==> src/rtl/dram_sched_pkg.sv <==
package dram_sched_pkg;

  typedef enum logic [1:0] {
    CLS_CRIT  = 2'd0,
    CLS_NCRIT = 2'd1,
    CLS_WRITE = 2'd2,
    CLS_NONE  = 2'd3
  } pick_cls_e;

  // Minimum distance between two command issues on the bus.
  function automatic int unsigned issue_gap(input int unsigned t_addr,
                                            input int unsigned turn,
                                            input logic dir_change);
    return t_addr + (dir_change ? turn : 0);
  endfunction

  // Counter load value that keeps a closed bank busy for its access time.
  function automatic int unsigned bank_hold(input int unsigned t_rd,
                                            input int unsigned t_wr,
                                            input logic is_wr);
    return (is_wr ? t_wr : t_rd) - 1;
  endfunction

endpackage

==> src/rtl/dram_req_queue.sv <==
module dram_req_queue #(
  parameter int DEPTH  = 8,
  parameter int ADDR_W = 16,
  parameter int DATA_W = 32,
  parameter int TAG_W  = 8
) (
  input  logic                              clk,
  input  logic                              rst_n,
  input  logic                              push,
  input  logic                              push_wr,
  input  logic [ADDR_W-1:0]                 push_addr,
  input  logic [TAG_W-1:0]                  push_tag,
  input  logic [DATA_W-1:0]                 push_data,
  input  logic                              pop,
  input  logic [((DEPTH>1)?$clog2(DEPTH):1)-1:0] pop_idx,
  input  logic                              mark,
  input  logic [((DEPTH>1)?$clog2(DEPTH):1)-1:0] mark_idx,
  input  logic [ADDR_W-1:0]                 lk_addr,
  output logic                              lk_hit,
  output logic [DATA_W-1:0]                 lk_data,
  output logic [$clog2(DEPTH+1)-1:0]        cnt,
  output logic [DEPTH-1:0]                  live,
  output logic [DEPTH-1:0]                  q_wr,
  output logic [DEPTH-1:0]                  q_cdone,
  output logic [DEPTH-1:0][ADDR_W-1:0]      q_addr,
  output logic [DEPTH-1:0][TAG_W-1:0]       q_tag,
  output logic [DEPTH-1:0][DATA_W-1:0]      q_data
);
  localparam int IDX_W = (DEPTH > 1) ? $clog2(DEPTH) : 1;
  localparam int CNT_W = $clog2(DEPTH + 1);

  logic [DEPTH-1:0]             n_wr, n_cd;
  logic [DEPTH-1:0][ADDR_W-1:0] n_addr;
  logic [DEPTH-1:0][TAG_W-1:0]  n_tag;
  logic [DEPTH-1:0][DATA_W-1:0] n_data;
  logic [CNT_W-1:0]             n_cnt;

  // Entry 0 is always the oldest; removal shifts younger entries down.
  always_comb begin
    n_wr = q_wr; n_cd = q_cdone; n_addr = q_addr; n_tag = q_tag; n_data = q_data;
    n_cnt = cnt;
    if (mark) n_cd[mark_idx] = 1'b1;
    if (pop) begin
      for (int i = 0; i < DEPTH - 1; i++) begin
        if (IDX_W'(i) >= pop_idx) begin
          n_wr[i]   = n_wr[i+1];
          n_cd[i]   = n_cd[i+1];
          n_addr[i] = n_addr[i+1];
          n_tag[i]  = n_tag[i+1];
          n_data[i] = n_data[i+1];
        end
      end
      n_cnt = n_cnt - 1'b1;
    end
    if (push) begin
      n_wr[n_cnt[IDX_W-1:0]]   = push_wr;
      n_cd[n_cnt[IDX_W-1:0]]   = 1'b0;
      n_addr[n_cnt[IDX_W-1:0]] = push_addr;
      n_tag[n_cnt[IDX_W-1:0]]  = push_tag;
      n_data[n_cnt[IDX_W-1:0]] = push_data;
      n_cnt = n_cnt + 1'b1;
    end
  end

  always_ff @(posedge clk) begin
    if (!rst_n) begin
      cnt     <= '0;
      q_wr    <= '0;
      q_cdone <= '0;
      q_addr  <= '0;
      q_tag   <= '0;
      q_data  <= '0;
    end else begin
      cnt     <= n_cnt;
      q_wr    <= n_wr;
      q_cdone <= n_cd;
      q_addr  <= n_addr;
      q_tag   <= n_tag;
      q_data  <= n_data;
    end
  end

  // Live mask and youngest matching write (later index overrides).
  always_comb begin
    lk_hit  = 1'b0;
    lk_data = '0;
    for (int i = 0; i < DEPTH; i++) begin
      live[i] = (CNT_W'(i) < cnt);
      if (live[i] && q_wr[i] && (q_addr[i] == lk_addr)) begin
        lk_hit  = 1'b1;
        lk_data = q_data[i];
      end
    end
  end

  always_comb AST_CNT_BOUND: assert (cnt <= CNT_W'(DEPTH));

  AST_NO_OVERFLOW: assert property (@(posedge clk) disable iff (!rst_n)
    (push && !pop) |-> (cnt < CNT_W'(DEPTH)));

endmodule

==> src/rtl/dram_bank_timer.sv <==
module dram_bank_timer
  import dram_sched_pkg::*;
#(
  parameter int NBANKS = 4,
  parameter int T_RD   = 56,
  parameter int T_WR   = 32
) (
  input  logic                       clk,
  input  logic                       rst_n,
  input  logic                       issue,
  input  logic [$clog2(NBANKS)-1:0]  issue_bank,
  input  logic                       issue_wr,
  output logic [NBANKS-1:0]          idle
);
  localparam int BANK_W   = $clog2(NBANKS);
  localparam int HOLD_MAX = (T_RD > T_WR) ? T_RD : T_WR;
  localparam int CW       = $clog2(HOLD_MAX + 1);

  for (genvar b = 0; b < NBANKS; b++) begin : g_bank
    logic [CW-1:0] busy_cnt;
    always_ff @(posedge clk) begin
      if (!rst_n)
        busy_cnt <= '0;
      else if (issue && (issue_bank == BANK_W'(b)))
        busy_cnt <= CW'(bank_hold(T_RD, T_WR, issue_wr));
      else if (busy_cnt != '0)
        busy_cnt <= busy_cnt - 1'b1;
    end
    assign idle[b] = (busy_cnt == '0);
  end

  AST_BANK_FREE: assert property (@(posedge clk) disable iff (!rst_n)
    issue |-> idle[issue_bank]);

endmodule

==> src/rtl/dram_issue_pick.sv <==
module dram_issue_pick
  import dram_sched_pkg::*;
#(
  parameter int DEPTH  = 8,
  parameter int NBANKS = 4
) (
  input  logic [DEPTH-1:0]                        live,
  input  logic [DEPTH-1:0]                        is_wr,
  input  logic [DEPTH-1:0]                        crit_done,
  input  logic [DEPTH-1:0][$clog2(NBANKS)-1:0]    ent_bank,
  input  logic [NBANKS-1:0]                       bank_idle,
  output logic                                    sel_valid,
  output logic [((DEPTH>1)?$clog2(DEPTH):1)-1:0]  sel_idx,
  output pick_cls_e                               sel_cls,
  output logic                                    any_read
);
  localparam int IDX_W = (DEPTH > 1) ? $clog2(DEPTH) : 1;

  logic [DEPTH-1:0] el_crit, el_nc, el_wr;

  function automatic logic [IDX_W-1:0] oldest(input logic [DEPTH-1:0] v);
    logic [IDX_W-1:0] r;
    r = '0;
    for (int i = DEPTH - 1; i >= 0; i--)
      if (v[i]) r = IDX_W'(i);
    return r;
  endfunction

  always_comb begin
    any_read = |(live & ~is_wr);
    for (int i = 0; i < DEPTH; i++) begin
      el_crit[i] = live[i] && bank_idle[ent_bank[i]] && !is_wr[i] && !crit_done[i];
      el_nc[i]   = live[i] && bank_idle[ent_bank[i]] && !is_wr[i] &&  crit_done[i];
      el_wr[i]   = live[i] && bank_idle[ent_bank[i]] &&  is_wr[i] && !any_read;
    end
    if (|el_crit) begin
      sel_valid = 1'b1; sel_cls = CLS_CRIT;  sel_idx = oldest(el_crit);
    end else if (|el_nc) begin
      sel_valid = 1'b1; sel_cls = CLS_NCRIT; sel_idx = oldest(el_nc);
    end else if (|el_wr) begin
      sel_valid = 1'b1; sel_cls = CLS_WRITE; sel_idx = oldest(el_wr);
    end else begin
      sel_valid = 1'b0; sel_cls = CLS_NONE;  sel_idx = '0;
    end
  end

endmodule

==> src/rtl/dram_delay_line.sv <==
module dram_delay_line #(
  parameter int LEN = 56,
  parameter int W   = 8
) (
  input  logic         clk,
  input  logic         rst_n,
  input  logic         in_v,
  input  logic [W-1:0] in_d,
  output logic         out_v,
  output logic [W-1:0] out_d
);
  logic [LEN-1:0]        v;
  logic [LEN-1:0][W-1:0] d;

  for (genvar s = 0; s < LEN; s++) begin : g_stage
    if (s == 0) begin : g_head
      always_ff @(posedge clk) begin
        if (!rst_n) v[0] <= 1'b0;
        else        v[0] <= in_v;
        d[0] <= in_d;
      end
    end else begin : g_body
      always_ff @(posedge clk) begin
        if (!rst_n) v[s] <= 1'b0;
        else        v[s] <= v[s-1];
        d[s] <= d[s-1];
      end
    end
  end

  assign out_v = v[LEN-1];
  assign out_d = d[LEN-1];

endmodule

==> src/rtl/dram_req_sched.sv <==
module dram_req_sched
  import dram_sched_pkg::*;
#(
  parameter int DEPTH  = 8,
  parameter int NBANKS = 4,
  parameter int ADDR_W = 16,
  parameter int DATA_W = 32,
  parameter int TAG_W  = 8,
  parameter int T_ADDR = 8,
  parameter int T_RD   = 56,
  parameter int T_WR   = 32,
  parameter int TURN   = 1
) (
  input  logic              clk,
  input  logic              rst_n,
  input  logic              req_valid,
  output logic              req_ready,
  input  logic              req_write,
  input  logic [ADDR_W-1:0] req_addr,
  input  logic [TAG_W-1:0]  req_tag,
  input  logic [DATA_W-1:0] req_wdata,
  output logic              cmd_valid,
  output logic              cmd_write,
  output logic              cmd_crit,
  output logic [ADDR_W-1:0] cmd_addr,
  output logic [TAG_W-1:0]  cmd_tag,
  output logic [DATA_W-1:0] cmd_wdata,
  output logic              rd_done_valid,
  output logic              rd_done_crit,
  output logic [TAG_W-1:0]  rd_done_tag,
  output logic              wr_start,
  output logic [TAG_W-1:0]  wr_start_tag,
  output logic              fwd_valid,
  output logic [TAG_W-1:0]  fwd_tag,
  output logic [DATA_W-1:0] fwd_data
);
  localparam int IDX_W   = (DEPTH > 1) ? $clog2(DEPTH) : 1;
  localparam int CNT_W   = $clog2(DEPTH + 1);
  localparam int BANK_W  = $clog2(NBANKS);
  localparam int GAP_SAT = T_ADDR + TURN;
  localparam int GAP_W   = $clog2(GAP_SAT + 1);

  // Queue view
  logic [CNT_W-1:0]             q_cnt;
  logic [DEPTH-1:0]             q_live, q_wr, q_cd;
  logic [DEPTH-1:0][ADDR_W-1:0] q_addr;
  logic [DEPTH-1:0][TAG_W-1:0]  q_tag;
  logic [DEPTH-1:0][DATA_W-1:0] q_data;
  logic [DEPTH-1:0][BANK_W-1:0] q_bank;
  logic                         lk_hit;
  logic [DATA_W-1:0]            lk_data;

  // Named internal events
  logic      acc_ev, coalesce_ev, push_ev, pop_ev, mark_ev;
  logic      sel_valid, any_read, bus_ok;
  logic [IDX_W-1:0] sel_idx;
  pick_cls_e sel_cls;
  logic [NBANKS-1:0] bank_idle;
  logic [GAP_W-1:0]  gap_cnt;
  logic              last_wr;
  logic [BANK_W-1:0] cmd_bank;

  assign req_ready   = (q_cnt < CNT_W'(DEPTH));
  assign acc_ev      = req_valid && req_ready;
  assign coalesce_ev = acc_ev && !req_write && lk_hit;
  assign push_ev     = acc_ev && !coalesce_ev;

  for (genvar i = 0; i < DEPTH; i++) begin : g_bank_of
    assign q_bank[i] = q_addr[i][BANK_W-1:0];
  end

  dram_req_queue #(
    .DEPTH(DEPTH), .ADDR_W(ADDR_W), .DATA_W(DATA_W), .TAG_W(TAG_W)
  ) u_queue (
    .clk(clk), .rst_n(rst_n),
    .push(push_ev), .push_wr(req_write), .push_addr(req_addr),
    .push_tag(req_tag), .push_data(req_wdata),
    .pop(pop_ev), .pop_idx(sel_idx), .mark(mark_ev), .mark_idx(sel_idx),
    .lk_addr(req_addr), .lk_hit(lk_hit), .lk_data(lk_data),
    .cnt(q_cnt), .live(q_live), .q_wr(q_wr), .q_cdone(q_cd),
    .q_addr(q_addr), .q_tag(q_tag), .q_data(q_data)
  );

  dram_issue_pick #(.DEPTH(DEPTH), .NBANKS(NBANKS)) u_pick (
    .live(q_live), .is_wr(q_wr), .crit_done(q_cd), .ent_bank(q_bank),
    .bank_idle(bank_idle), .sel_valid(sel_valid), .sel_idx(sel_idx),
    .sel_cls(sel_cls), .any_read(any_read)
  );

  // Bus pacing: address phase, plus turnaround on a direction change.
  assign cmd_write = (sel_cls == CLS_WRITE);
  assign bus_ok    = (gap_cnt >= GAP_W'(issue_gap(T_ADDR, TURN, cmd_write != last_wr)));
  assign cmd_valid = sel_valid && bus_ok;
  assign cmd_crit  = (sel_cls == CLS_CRIT);
  assign cmd_addr  = q_addr[sel_idx];
  assign cmd_tag   = q_tag[sel_idx];
  assign cmd_wdata = q_data[sel_idx];
  assign cmd_bank  = q_bank[sel_idx];
  assign mark_ev   = cmd_valid && cmd_crit;
  assign pop_ev    = cmd_valid && !cmd_crit;

  always_ff @(posedge clk) begin
    if (!rst_n) begin
      gap_cnt <= GAP_W'(GAP_SAT);
      last_wr <= 1'b0;
    end else if (cmd_valid) begin
      gap_cnt <= GAP_W'(1);
      last_wr <= cmd_write;
    end else if (gap_cnt < GAP_W'(GAP_SAT)) begin
      gap_cnt <= gap_cnt + 1'b1;
    end
  end

  dram_bank_timer #(.NBANKS(NBANKS), .T_RD(T_RD), .T_WR(T_WR)) u_banks (
    .clk(clk), .rst_n(rst_n), .issue(cmd_valid), .issue_bank(cmd_bank),
    .issue_wr(cmd_write), .idle(bank_idle)
  );

  dram_delay_line #(.LEN(T_RD), .W(TAG_W + 1)) u_rd_pipe (
    .clk(clk), .rst_n(rst_n),
    .in_v(cmd_valid && !cmd_write), .in_d({cmd_crit, cmd_tag}),
    .out_v(rd_done_valid), .out_d({rd_done_crit, rd_done_tag})
  );

  dram_delay_line #(.LEN(T_WR), .W(TAG_W)) u_wr_pipe (
    .clk(clk), .rst_n(rst_n),
    .in_v(cmd_valid && cmd_write), .in_d(cmd_tag),
    .out_v(wr_start), .out_d(wr_start_tag)
  );

  // Coalesced read response, one cycle after acceptance.
  always_ff @(posedge clk) begin
    if (!rst_n) begin
      fwd_valid <= 1'b0;
      fwd_tag   <= '0;
      fwd_data  <= '0;
    end else begin
      fwd_valid <= coalesce_ev;
      if (coalesce_ev) begin
        fwd_tag  <= req_tag;
        fwd_data <= lk_data;
      end
    end
  end

  AST_WR_BEHIND_READS: assert property (@(posedge clk) disable iff (!rst_n)
    (cmd_valid && cmd_write) |-> !any_read);

  AST_FWD_NOT_QUEUED: assert property (@(posedge clk) disable iff (!rst_n)
    fwd_valid |-> (q_cnt <= $past(q_cnt)));

  AST_NO_ISSUE_WHEN_FULL_GROW: assert property (@(posedge clk) disable iff (!rst_n)
    (!req_ready && !cmd_valid) |=> (q_cnt == $past(q_cnt)));

  if (T_ADDR > 1) begin : g_spacing_chk
    AST_CMD_SPACING: assert property (@(posedge clk) disable iff (!rst_n)
      cmd_valid |=> !cmd_valid);
    AST_DONE_SPACED: assert property (@(posedge clk) disable iff (!rst_n)
      rd_done_valid |=> !rd_done_valid);
  end

endmodule

==> config.mk <==
export PLATFORM = sky130hd
export DESIGN_NAME = dram_req_sched
export DESIGN_NICKNAME = d
export VERILOG_FILES = /design/src/rtl/dram_sched_pkg.sv /design/src/rtl/dram_req_queue.sv /design/src/rtl/dram_bank_timer.sv /design/src/rtl/dram_issue_pick.sv /design/src/rtl/dram_delay_line.sv /design/src/rtl/dram_req_sched.sv
export SDC_FILE = /design/constraint.sdc
export NUM_CORES = 2
export LEC_CHECK = 0
export ABC_AREA = 1
export BUFFER_PORTS_ARGS = -buffer_cell sky130_fd_sc_hd__buf_2
export CORE_ASPECT_RATIO = 1.1
export CORE_MARGIN = 2
export CORE_UTILIZATION = 46
export CTS_BUF_LIST = sky130_fd_sc_hd__clkbuf_8
export DETAILED_ROUTE_END_ITERATION = 8
export PLACE_DENSITY_LB_ADDON = 0.2
export SLEW_MARGIN = 20
export SYNTH_ARGS = -nofsm -noshare
export SYNTH_HDL_FRONTEND = slang
export SYNTH_SLANG_ARGS = --single-unit
==> constraint.sdc <==
create_clock -name clk -period 5.1 [get_ports clk]
set_clock_uncertainty 0.2 [all_clocks]
set_input_delay 1.02 -clock clk [delete_from_list [all_inputs] [get_ports clk]]
set_output_delay 1.02 -clock clk [all_outputs]
set_load 0.05 [all_outputs]
==> flow_metrics.py <==
metrics = {
    "global_routing": {
        "grt_usage": 0.2941,
        "grt_pass1_wl_mm": 225.1,
        "grt_max_degree": 136,
        "antenna_found_initial": 9,
        "grt_remaining_overflow": 0,
        "grt_pass1_vias": 38127,
    },
    "yosys": {
        "yosys.area.top_type": "dfxtp_1",
        "syn_inst": 5678,
        "syn-mean-instance-area_um2": 7.812,
        "yosysWarnings": 0,
        "synth_nets": 5752,
        "seq_area_frac_synth": 0.5100,
        "synth-main-ff-cell": "dfxtp_1",
        "ys_types": 48,
        "synthArstFlopShare": 0,
        "synth-seq-cells": 1130,
        "netlist.area_leader.share": 0.5100,
        "synth_area_um2": 44360,
        "synth_edf_count": 0,
        "synth_area_leaders": "dfxtp_1 51%, o21ai_0 9.6%, nand2_1 7.9%",
    },
    "place": {
        "dpl_cell_area_um2": 47480,
        "preCtsSetupSlack_ns": 0.2309,
        "dp_hpwl_mm": 88.47,
        "port_buffers": 179,
        "place.gp.congestion": 0.9714,
        "dp.cells": 6866,
    },
    "setup_path": {
        "path_cells": "ha_2 -> nand2_1 -> nand2_1 -> nand2_2 -> nand2_2 -> nor2_4 -> nand2_4 -> inv_2 -> nand4_1 -> and2_4 -> nand2_1 -> nand2_1 -> nand3_2 -> nand2_4 -> buf_4 -> nand2_4 -> buf_12 -> a21oi_1 -> o21ai_1 -> o2111ai_2 -> buf_6 -> buf_12",
        "cp_slowest_cell": "dfxtp_4",
        "r2r.worst_path.cells": 31,
        "required_ns": 3.88,
        "critPathMostFrequentCell": "nand2_1",
        "path_buf_inv": 5,
        "cp.depth": 22,
        "cpLargestDelayFamily": "simple AND/OR/NAND/NOR gates",
        "cp-start-kind": "flip-flop",
        "crit_path_end": "cmd_addr[7]",
        "crit_type": "flip-flop to output port",
        "endpoint_kind": "output port",
        "r2r_start": "u_queue.cnt[3]",
        "ff2ff_setup_slack_ns": 0.38,
        "startpoint": "u_queue.cnt[0]",
        "slowest_delay_ns": 0.36,
        "timing.rr.end": "u_queue.q_addr[5]",
        "path_max_fanout": 28,
        "critical_path_arrival_ns": 3.99,
    },
    "hold_path": {
        "min_path_cells": 0,
        "hold_class": "flip-flop to flip-flop",
    },
    "floorplanning": {
        "core_area_um2": 95590,
        "fp.dieArea_um2": 98930,
        "initial_core_util": 0.4640,
        "fp-row-count": 119,
        "num_io_pins": 180,
        "die_h_um": 329.7,
        "die_w_um": 300.1,
    },
    "detailed_routing": {
        "drc": 0,
        "post_drt_via_cell_ratio": 5.631,
        "ant_nets": 0,
        "drtPass1Iterations": 8,
        "avgRoutedWirePerCell_um": 20.66,
        "vias": 41070,
        "drt_iter0_markers": 4682,
        "routed_wl_mm": 150.7,
    },
    "timing": {
        "period_minus_slack_ns": 5.205,
        "worstMarginPinSlew_ns": 1.005,
        "maxSlewViolCount": 0,
        "slew_headroom": 0.3302,
        "finalSetupViolCount": 29,
        "rsz0062_at_grt": "true",
        "fin_crit_sh": 1.021,
        "hold_viol": 0,
        "worst_slack_ns": -0.1052,
        "max_freq_ghz": 0.1921,
    },
    "layout": {
        "ff_latch_area_um2": 22640,
        "final_nets": 5946,
        "multi_input_area_um2": 18230,
        "stdcell_area_um2": 53880,
        "drive_gt1_frac": 0.1593,
        "fillers": 8882,
        "area_growth_pct": 21.47,
        "final_cells": 7293,
    },
    "job": {
        "drv_cap": 0,
    },
    "clock_network": {
        "clock-root-buffer": "clkbuf_8",
        "htree_levels": 4,
        "cts_made_buffers": 179,
        "hold_buffers": 0,
        "max-clock-path-buffers": 3,
        "clk_pin_slew_ns": 0.06,
        "cts_sinks": 1130,
        "insertion_delay_ns": 0.90,
        "cts_tree": "built",
    },
    "status": {
        "violations": "setup timing",
        "status": "finished, violations left",
    },
}
==> cells in the mapped netlist, types with 8 or more instances <==
cell type and count:
a21oi_1 563, clkbuf_1 252, buf_1 36, o21ai_0 853, nand3_1 346, nand4_1 20, dfxtp_1 1130, o2111ai_1 63
o21ai_1 14, o211ai_1 232, buf_2 88, o22ai_1 28, nand2_1 936, nor2_2 13, ha_1 14, nor3_1 19
inv_2 17, clkinv_1 8, nor2_1 187, nand2_2 9, inv_1 671, nor4_1 12, xor2_1 39, xnor2_1 20
or2_2 10, buf_4 35
==> worst reg2reg max path, delay by kind of cell, from the launching register on <==
kind	cells	cell delay [ns]
buffers and inverters	9	1.37
XOR/XNOR	1	0.16
AO/OA/AOI/OAI	1	0.09
AND/OR/NAND/NOR	19	2.14
adder cells (fa/ha/maj)	1	0.24
flip-flops	1	0.41
==> state kept, by name, indices dropped and copies added, names as in the netlist <==
| register | count |
|---|---|
| u_rd_pipe.out_v | 1 |
| last_wr | 1 |
| fwd_valid | 1 |
| fwd_tag | 8 |
| u_queue.q_addr | 128 |
| gap_cnt | 4 |
| u_wr_pipe.d | 24 |
| u_rd_pipe.out_d | 9 |
| fwd_data | 32 |
| u_wr_pipe.v | 31 |
| u_rd_pipe.d | 471 |
| u_queue.cnt | 4 |
| u_banks.g_bank.busy_cnt | 24 |
| u_wr_pipe.out_v | 1 |
| u_rd_pipe.v | 55 |
| u_queue.q_tag | 64 |
| u_queue.q_cdone | 8 |
| u_queue.q_data | 256 |
| u_queue.q_wr | 8 |
==> worst min-delay path by stage <==
stage                     startpoint  slack, ns                to
CTS                   u_wr_pipe.d[8]       0.10   u_wr_pipe.d[16]
finish                u_wr_pipe.d[8]       0.09   u_wr_pipe.d[16]
detailed placement  u_rd_pipe.d[108]       0.11  u_rd_pipe.d[117]
global route         u_rd_pipe.d[67]       0.10   u_rd_pipe.d[76]
global placement    u_rd_pipe.d[433]       0.11  u_rd_pipe.d[442]
floorplan            u_rd_pipe.d[91]       0.11  u_rd_pipe.d[100]
==> per-layer routing <==
layer / share of wire / GRT usage
met1: 0.40 / 0.3739
met2: 0.45 / 0.4667
met3: 0.096 / 0.06880
met4: 0.051 / 0.1517
met5: 0.00033 / 0
==> logic make-up (layout without fill, tap and decap cells) <==
logic type,count (synthesis),after routing,share of synthesized area
buf+inv,1115,1456,0.1010
simple gates,1578,1578,0.1509
xor+xnor,61,61,0.01238
compound gates,1780,1780,0.2217
fa+ha+maj,14,14,0.003949
other cells,0,4,0
flops,1130,1130,0.5100
==> final cells by class <==
| class | count | share of cell area |
|---|---|---|
| Multi-Input combinational cell | 3433 | 0.3383 |
| Tap cell | 1270 | 0.02949 |
| Antenna cell | 4 | 0.0001858 |
| Inverter | 697 | 0.04918 |
| Timing Repair Buffer | 431 | 0.08984 |
| Sequential cell | 1130 | 0.4201 |
| Clock buffer | 232 | 0.05926 |
| Clock inverter | 96 | 0.01361 |
==> repair_timing <==
action,4_1_cts,5_1_grt
pin swaps,70,41
setup endpoints to repair,57,57
buffers inserted,54,25
cloned,10,10
resized for setup,270,118
==> cells in the final DEF, fill, tap and decap left out, types with 37 or more instances in the layout <==
cell type	n
o21ai_0	794
buf_4	149
clkbuf_8	232
o21ai_1	67
nand2_1	902
inv_1	708
o2111ai_2	37
o211ai_1	232
a21oi_1	555
buf_12	100
dfxtp_1	1120
nand3_1	324
buf_2	121
xor2_1	39
nor2_1	149
==> stage by stage <==
step | util | setup TNS [ns] | hold WS [ns]
2_1_floorplan | - | 0 | 0.1096
3_3_place_gp | 0.4967 | 0 | 0.1095
3_5_place_dp | 0.4967 | 0 | 0.1121
4_1_cts | 0.5558 | -1.851 | 0.1017
5_1_grt | 0.5636 | -10.54 | 0.1037
6_report | 0.5637 | -1.101 | 0.08582
Power is left out: the tool's default activity adds up to more than one toggle a clock period on the data nets, which glitch-free logic cannot reach.
